==> config.mk <==
export PLATFORM = sky130hd
export DESIGN_NAME = hs_entry_detect
export DESIGN_NICKNAME = d
export VERILOG_FILES = /design/src/rtl/hsd_pkg.sv /design/src/rtl/hsd_code_classify.sv /design/src/rtl/hsd_phase_fsm.sv /design/src/rtl/hsd_mode_reg.sv /design/src/rtl/hs_entry_detect.sv
export SDC_FILE = /design/constraint.sdc
export NUM_CORES = 1
export LEC_CHECK = 0
export CORE_AREA = 2 2 39 41
export DETAILED_ROUTE_END_ITERATION = 16
export DIE_AREA = 0 0 41 43
export PLACE_DENSITY_LB_ADDON = 0.25
export SETUP_SLACK_MARGIN = 0.3
export SKIP_CTS_REPAIR_TIMING = 1
export SLEW_MARGIN = 15
export SYNTH_ARGS = -nofsm -noshare
export SYNTH_HDL_FRONTEND = slang
export SYNTH_SLANG_ARGS = --single-unit
==> constraint.sdc <==
create_clock -name clk -period 1.8 [get_ports clk]
set_input_delay 0.18 -clock clk [delete_from_list [all_inputs] [get_ports clk]]
set_output_delay 0.18 -clock clk [all_outputs]
set_load 0.02 [all_outputs]
==> src/rtl/hsd_pkg.sv <==
package hsd_pkg;
  typedef enum logic [1:0] {
    PH_WAIT  = 2'd0,  // no first byte expected
    PH_FIRST = 2'd1,  // next byte is the first after START
    PH_MCACK = 2'd2   // master code taken, waiting for its ack slot
  } phase_t;
endpackage

==> src/rtl/hsd_code_classify.sv <==
module hsd_code_classify #(
  parameter int BYTE_W = 8,
  parameter int ID_W   = 3
) (
  input  logic [BYTE_W-1:0] byte_data,
  output logic              is_mc,
  output logic [ID_W-1:0]   code_id
);
  localparam int PFX_W = BYTE_W - ID_W;

  // Upper field must hold the value 1: 0..01 followed by ID_W free bits
  function automatic logic f_is_mc(input logic [BYTE_W-1:0] b);
    return b[BYTE_W-1:ID_W] == PFX_W'(1);
  endfunction

  assign is_mc   = f_is_mc(byte_data);
  assign code_id = byte_data[ID_W-1:0];
endmodule

==> src/rtl/hsd_phase_fsm.sv <==
module hsd_phase_fsm
  import hsd_pkg::*;
(
  input  logic clk,
  input  logic rst_n,
  input  logic start_pulse,
  input  logic stop_pulse,
  input  logic byte_valid,
  input  logic is_mc,
  input  logic ack_valid,
  input  logic ack_nack,
  output logic first_byte,
  output logic enter_hs
);
  phase_t phase_q, phase_d;
  logic   bus_evt;

  assign bus_evt    = start_pulse | stop_pulse;
  assign first_byte = byte_valid & (phase_q == PH_FIRST) & ~bus_evt;
  assign enter_hs   = ack_valid & ack_nack & (phase_q == PH_MCACK) & ~bus_evt;

  always_comb begin
    phase_d = phase_q;
    if (stop_pulse)       phase_d = PH_WAIT;
    else if (start_pulse) phase_d = PH_FIRST;
    else begin
      case (phase_q)
        PH_FIRST: if (byte_valid) phase_d = is_mc ? PH_MCACK : PH_WAIT;
        PH_MCACK: if (ack_valid)  phase_d = PH_WAIT;
        default:  phase_d = phase_q;
      endcase
    end
  end

  always_ff @(posedge clk) begin
    if (!rst_n) phase_q <= PH_WAIT;
    else        phase_q <= phase_d;
  end

  // any START/STOP leaves the ack-wait phase
  p_abort_r8: assert property (@(posedge clk) disable iff (!rst_n)
    (phase_q == PH_MCACK && bus_evt) |=> (phase_q != PH_MCACK));
  // STOP always wins
  p_stop_wins_r10: assert property (@(posedge clk) disable iff (!rst_n)
    stop_pulse |=> (phase_q == PH_WAIT));
endmodule

==> src/rtl/hsd_mode_reg.sv <==
module hsd_mode_reg #(
  parameter int ID_W = 3
) (
  input  logic            clk,
  input  logic            rst_n,
  input  logic            stop_pulse,
  input  logic            mc_take,
  input  logic [ID_W-1:0] code_in,
  input  logic            enter_hs,
  output logic            hs_mode,
  output logic [ID_W-1:0] hs_code
);
  logic [ID_W-1:0] pend_q;

  always_ff @(posedge clk) begin
    if (!rst_n) begin
      hs_mode <= 1'b0;
      hs_code <= '0;
      pend_q  <= '0;
    end else begin
      if (mc_take) pend_q <= code_in;
      if (stop_pulse) begin
        hs_mode <= 1'b0;
        hs_code <= '0;
      end else if (enter_hs) begin
        hs_mode <= 1'b1;
        hs_code <= pend_q;
      end
    end
  end

  p_stop_clears_r5: assert property (@(posedge clk) disable iff (!rst_n)
    stop_pulse |=> !hs_mode);
  p_hold_r4: assert property (@(posedge clk) disable iff (!rst_n)
    (hs_mode && !stop_pulse) |=> hs_mode);
  p_code_idle_r9: assert property (@(posedge clk) disable iff (!rst_n)
    !hs_mode |-> (hs_code == '0));
endmodule

==> src/rtl/hs_entry_detect.sv <==
module hs_entry_detect #(
  parameter int BYTE_W = 8,
  parameter int ID_W   = 3
) (
  input  logic              clk,
  input  logic              rst_n,
  input  logic              start_pulse,
  input  logic              stop_pulse,
  input  logic              byte_valid,
  input  logic [BYTE_W-1:0] byte_data,
  input  logic              ack_valid,
  input  logic              ack_nack,
  output logic              hs_mode,
  output logic [ID_W-1:0]   hs_code,
  output logic              master_code_seen,
  output logic              addr_valid
);
  logic            is_mc;
  logic [ID_W-1:0] code_id;
  logic            first_byte;
  logic            enter_hs;

  hsd_code_classify #(.BYTE_W(BYTE_W), .ID_W(ID_W)) u_cls (
    .byte_data(byte_data), .is_mc(is_mc), .code_id(code_id));

  hsd_phase_fsm u_fsm (
    .clk(clk), .rst_n(rst_n), .start_pulse(start_pulse), .stop_pulse(stop_pulse),
    .byte_valid(byte_valid), .is_mc(is_mc), .ack_valid(ack_valid),
    .ack_nack(ack_nack), .first_byte(first_byte), .enter_hs(enter_hs));

  assign master_code_seen = first_byte & is_mc;
  assign addr_valid       = first_byte & ~is_mc;

  hsd_mode_reg #(.ID_W(ID_W)) u_mode (
    .clk(clk), .rst_n(rst_n), .stop_pulse(stop_pulse),
    .mc_take(master_code_seen), .code_in(code_id), .enter_hs(enter_hs),
    .hs_mode(hs_mode), .hs_code(hs_code));

  // a first byte is either a master code or an address, never both
  p_excl_r3: assert property (@(posedge clk) disable iff (!rst_n)
    !(master_code_seen && addr_valid));
  // high-speed mode only ever starts right after a NACK slot
  p_rise_nack_r2: assert property (@(posedge clk) disable iff (!rst_n)
    $rose(hs_mode) |-> $past(ack_valid && ack_nack));
endmodule

# == Yosys cells after proc, flatten, opt, wreduce, memory -nomap -nowiden ==
# Cells that the tools add are included.
# totals
regBits,9
latchBits,0
ramBits,0
mem_bits_ro,0
elab_cells,34
memories,0
# classes
n_addsub,0
n_mul,0
div,0
magnitude_cmp,0
n_eq_ne,7
shift,0
n_mux,5
bitwise,11
n_reduce_logical,6
# ops
op,n
AND 1 bit,7
two-way mux 2 bit,3
!= test 3 bit (second input constant),2
AND reduction 3 bit,2
== test 5 x 1 -> 1 bit (second input constant),1
!= test 2 bit (second input constant),2
one-hot mux 2 bit (2 select lines),1
NOT 1 bit,3
nonzero test 3 bit,1
OR reduction 3 bit,1
== test 2 x 1 -> 1 bit (second input constant),1
== test 2 bit (second input constant),1
nonzero test 2 bit,1
OR reduction 2 bit,1
two-way mux 1 bit,1
bitwise OR 1 bit,1

# == Logic depth before layout (Yosys ltp) ==
# depth
word_depth,5
ltp_mapped,3
mapped_depth_nobuf,3

# == By module ==
# Synthesis repeated with hierarchy kept, for this count alone.
# hier_totals
cells_unflattened,43
hier_area_um2,424.2
# modules_own_cells
module,instances,cells_each,area_per_inst_um2
hsd_mode_reg,1,22,244.0
hsd_phase_fsm,1,14,122.6
hsd_code_classify,1,5,41.3
hs_entry_detect,1,2,16.3

# == Worst setup path before layout ==
# OpenSTA, ideal clock, no wires.
# synth_timing
path_type,input port to flip-flop
startpoint,in byte_data[6]
endpoint,reg u_mode.pend_q[0]
t_arrival_ns,1.475
t_required_ns,1.728
path_slack_ns,0.254
cell_stages,3
path_cell_list,or4b_4 nor4_4 mux2i_1
# synth_between
elab_chain_cells,2
# synth_rtl
element,line,source
start: declaration,hs_entry_detect.sv:10,"input logic [BYTE_W-1:0] byte_data,"
== test 5 x 1 -> 1 bit,hsd_code_classify.sv:13,return b[BYTE_W-1:ID_W] == PFX_W'(1);
AND 1 bit,hs_entry_detect.sv:31,assign master_code_seen = first_byte & is_mc;
net master_code_seen,hs_entry_detect.sv:15,"output logic master_code_seen,"
end signal: assignment,hsd_mode_reg.sv:21,if (mc_take) pend_q <= code_in;
end: declaration,hsd_mode_reg.sv:13,logic [ID_W-1:0] pend_q;
# The timed path passes the listed nets, and every way through them passes these cells.
# A chain may end at the register's enable or synchronous reset.

# == Worst setup path after layout ==
# layout_timing
startpoint,in byte_data[5]
endpoint,out master_code_seen
# layout_between
elab_chain_cells,2
# layout_rtl
element,line
== test 5 x 1 -> 1 bit,hsd_code_classify.sv:13
AND 1 bit,hs_entry_detect.sv:31
end: declaration,hs_entry_detect.sv:15
# No other way between the ends.

==> results.txt <==
At the later pin of the worst-skew pair, clock insertion delay measures 0.27 ns. Summing all placed instances gives a cell area of 681 µm². The data arrival time of the worst path came out at 1.26 ns.

The number of remaining DRC errors is 0. In this run the core area contains 14 standard-cell rows. For the number of fill cells, the log shows 136. Detailed placement ended at an HPWL of 778 µm. The initial antenna violation count is 0, and the horizontal die dimension is 41 µm.

For this run, the register share of the synthesized area comes to 43.4%. After clock tree synthesis, the clock-pin slew on the worst setup and hold paths is 0.06 ns. Data on the critical path is required at its endpoint by 1.62 ns. The largest fanout on the critical path came out at 2. After detailed routing, the total wire length is 1060 µm.

Overall power consumption after layout is estimated at 0.420 mW. Of the cells placed in the final design, the portion with a size suffix greater than 1 is 21.8%. The largest incremental delay on the critical path was 0.55 ns. The endpoint kind of the worst setup timing path was an output pin. The run gives 94 as the number of nets in the layout.

Setup violations remaining at the end of the flow were counted as 0. The tools report the final clock skew as 0.00108 ns. The worst setup path category was input port to output pin.

Based on the critical path, the design can be clocked at up to 697 MHz. Before antenna repair, the detailed router went through 2 iterations. Number of sinks on the clock net: 9.

The Yosys step of the flow raised 0 warnings. The cell count after synthesis came out at 48. The hold violation total from the final report was 0. In this run the worst hold path is classified as input port to register.

Timing analysis after detailed placement gives a worst setup slack of -0.484 ns. TritonCTS built the clock tree. The signal on the critical path passes through clkbuf_2 -> or4b_4 -> nor4_4 -> buf_4. The area growth from synthesis to layout is 69.6%. After synthesis the cells add up to 415 µm².

The number of nets handed over by synthesis was 63. The number of buffers on the longest clock path was 2. The number of storage elements in the synthesis netlist came out at 9.

For this design, the slowest cell found on the critical path is sky130_fd_sc_hd__or4b_4. The total overflow left after global routing is 0. The clock period minus worst slack came out at 1.44 ns.

Setup repair after global routing left no endpoint under its margin. The first global-routing pass estimated 1750 µm of wire. Total number of H-tree levels: 1. The synthesized area per cell was 8.65 µm²; the number of top-level pins was 21. The final critical path takes up 79.7% of the cycle.

The quantity of I/O buffers inserted on ports is 20, and the die height is 43 µm. For the via count of the first global-routing pass, the log shows 428. The starting utilization of the core area is 30.0%, and the worst-case headroom to the max-slew limit is 79.7%. Across the run, the number of max-cap violations was 0. The tools report the post-route setup TNS as 0 ns.

Of the post-synthesis cell area, the dominant cell type holds 43.4%. The final core utilization was 50.9%; the antenna cell count was 0. The run gives 3 as the total CTS buffers. The tools report the clock tree root driver cell as sky130_fd_sc_hd__clkbuf_4. The number of DRC violations after detailed-routing iteration 0 was 7; the remaining antenna violation count after routing was 0. The final instance area is 704 µm².

The via-per-instance ratio is 4.65, and the transition time at the pin with the least slew margin is 0.303 ns. The count of pins over their slew limit was 0. The total area inside the core boundary comes to 1380 µm². The smallest setup slack after layout was 0.365 ns. The worst setup path is launched from an input port.

Entering global routing, the biggest net connects 9 pins. Across all layers, the routed design uses 437 vias. Across every metal layer, demand over resource in global routing totals 15.0%.

The top cell types in the final layout, fill and taps aside, are sky130_fd_sc_hd__clkdlybuf4s50_1, sky130_fd_sc_hd__dfxtp_1, sky130_fd_sc_hd__nand2_1, sky130_fd_sc_hd__buf_4, sky130_fd_sc_hd__a21oi_1. The worst-case IR drop observed on VDD is 325 µV. The floorplan step defined a die boundary enclosing 1760 µm².

The cell type contributing the most total cell area after synthesis is sky130_fd_sc_hd__dfxtp_1. The run finished with clean final reports. The power per standard cell area came out at 597 nW/µm².

Dividing the detail-routed wire length by the instance count gives 11.3 µm. At the end of routability-driven placement, the weighted congestion stood at 0.761. Leaving out fill and tap cells, the most frequent cell in the layout is sky130_fd_sc_hd__clkdlybuf4s50_1. The analysis attributes to cell leakage a power of 0.295 nW. Synthesis instantiated 17 different standard cells from the library. After synthesis, the cell types taking the most area are sky130_fd_sc_hd__dfxtp_1, sky130_fd_sc_hd__a21oi_1, sky130_fd_sc_hd__mux2i_1.
==> metrics by stage <==
step | hold slack (ns) | cells
6_report | 0.277 | 94
5_1_grt | 0.320 | 94
4_1_cts | 0.465 | 94
3_5_place_dp | 0.463 | 90
3_3_place_gp | 0.449 | 90
2_1_floorplan | 0.296 | 48
==> sequential cells by signal (all words and copies together) (netlist names) <==
register,flops
u_fsm.phase_q,2
u_mode.hs_code,3
u_mode.pend_q,3
u_mode.hs_mode,1
==> logic make-up (layout without fill, tap and decap cells) <==
logic type,Yosys count,count (layout),share of synthesized area [%]
muxes,3,3,7.23
DFF,9,9,43.4
AOI/OAI and AO/OA,10,10,12.0
buffers and inverters,1,31,0.903
and+or+nand+nor,25,25,36.4
==> power by group <==
part / internal [mW] / switching, mW / total (mW) / leakage [nW]
Combinational: 0.0357 / 0.0208 / 0.0565 / 0.208
Clock: 0.0858 / 0.0767 / 0.163 / 0.0150
Sequential: 0.200 / 0.00127 / 0.201 / 0.0726
Total: 0.322 / 0.0988 / 0.420 / 0.295
==> final timing paths <==
path                    start          endpoint  slack, ns  cells past startpoint
max              byte_data[5]  master_code_seen       0.36                      4
min               start_pulse  u_fsm.phase_q[0]       0.28                      4
max reg2reg  u_fsm.phase_q[0]  u_mode.pend_q[2]       0.62                      4
min reg2reg  u_mode.pend_q[1]  u_mode.pend_q[1]       0.47                      2
==> cells in the mapped netlist <==
library cell               instances
sky130_fd_sc_hd__and4b_1           1
sky130_fd_sc_hd__nor3_1            1
sky130_fd_sc_hd__nand4b_1          1
sky130_fd_sc_hd__nand3_1           3
sky130_fd_sc_hd__mux2i_1           3
sky130_fd_sc_hd__or4b_4            1
sky130_fd_sc_hd__nand3b_1          1
sky130_fd_sc_hd__nand2b_1          2
sky130_fd_sc_hd__nand2_1           8
sky130_fd_sc_hd__nor2_1            4
sky130_fd_sc_hd__or2_2             1
sky130_fd_sc_hd__nor4_4            1
sky130_fd_sc_hd__inv_1             1
sky130_fd_sc_hd__a21oi_1           6
sky130_fd_sc_hd__or3_1             1
sky130_fd_sc_hd__dfxtp_1           9
sky130_fd_sc_hd__o21ai_0           4
==> routing by layer <==
layer,global-route usage [%],vias up,wire length [µm]
met1,19.5,188,480
met3,3.14,5,61
li1,-,231,-
met2,20.3,13,476
met4,12.0,0,40
met5,0,-,0
==> layout make-up <==
class	count	area [µm²]	area share [%]
repair buffers	26	238	33.7
multi-input cells	38	236	33.6
clock buffers	4	26.3	3.73
well taps	16	20.0	2.84
inverters	1	3.75	0.533
flip-flops and latches	9	180	25.6
==> critical path, delay by kind of cell <==
family | cells | cell delay, ns
buffers and inverters | 2 | 0.27
AND/OR/NAND/NOR | 2 | 0.81
No activity file was read; power rests on OpenSTA's default activity.
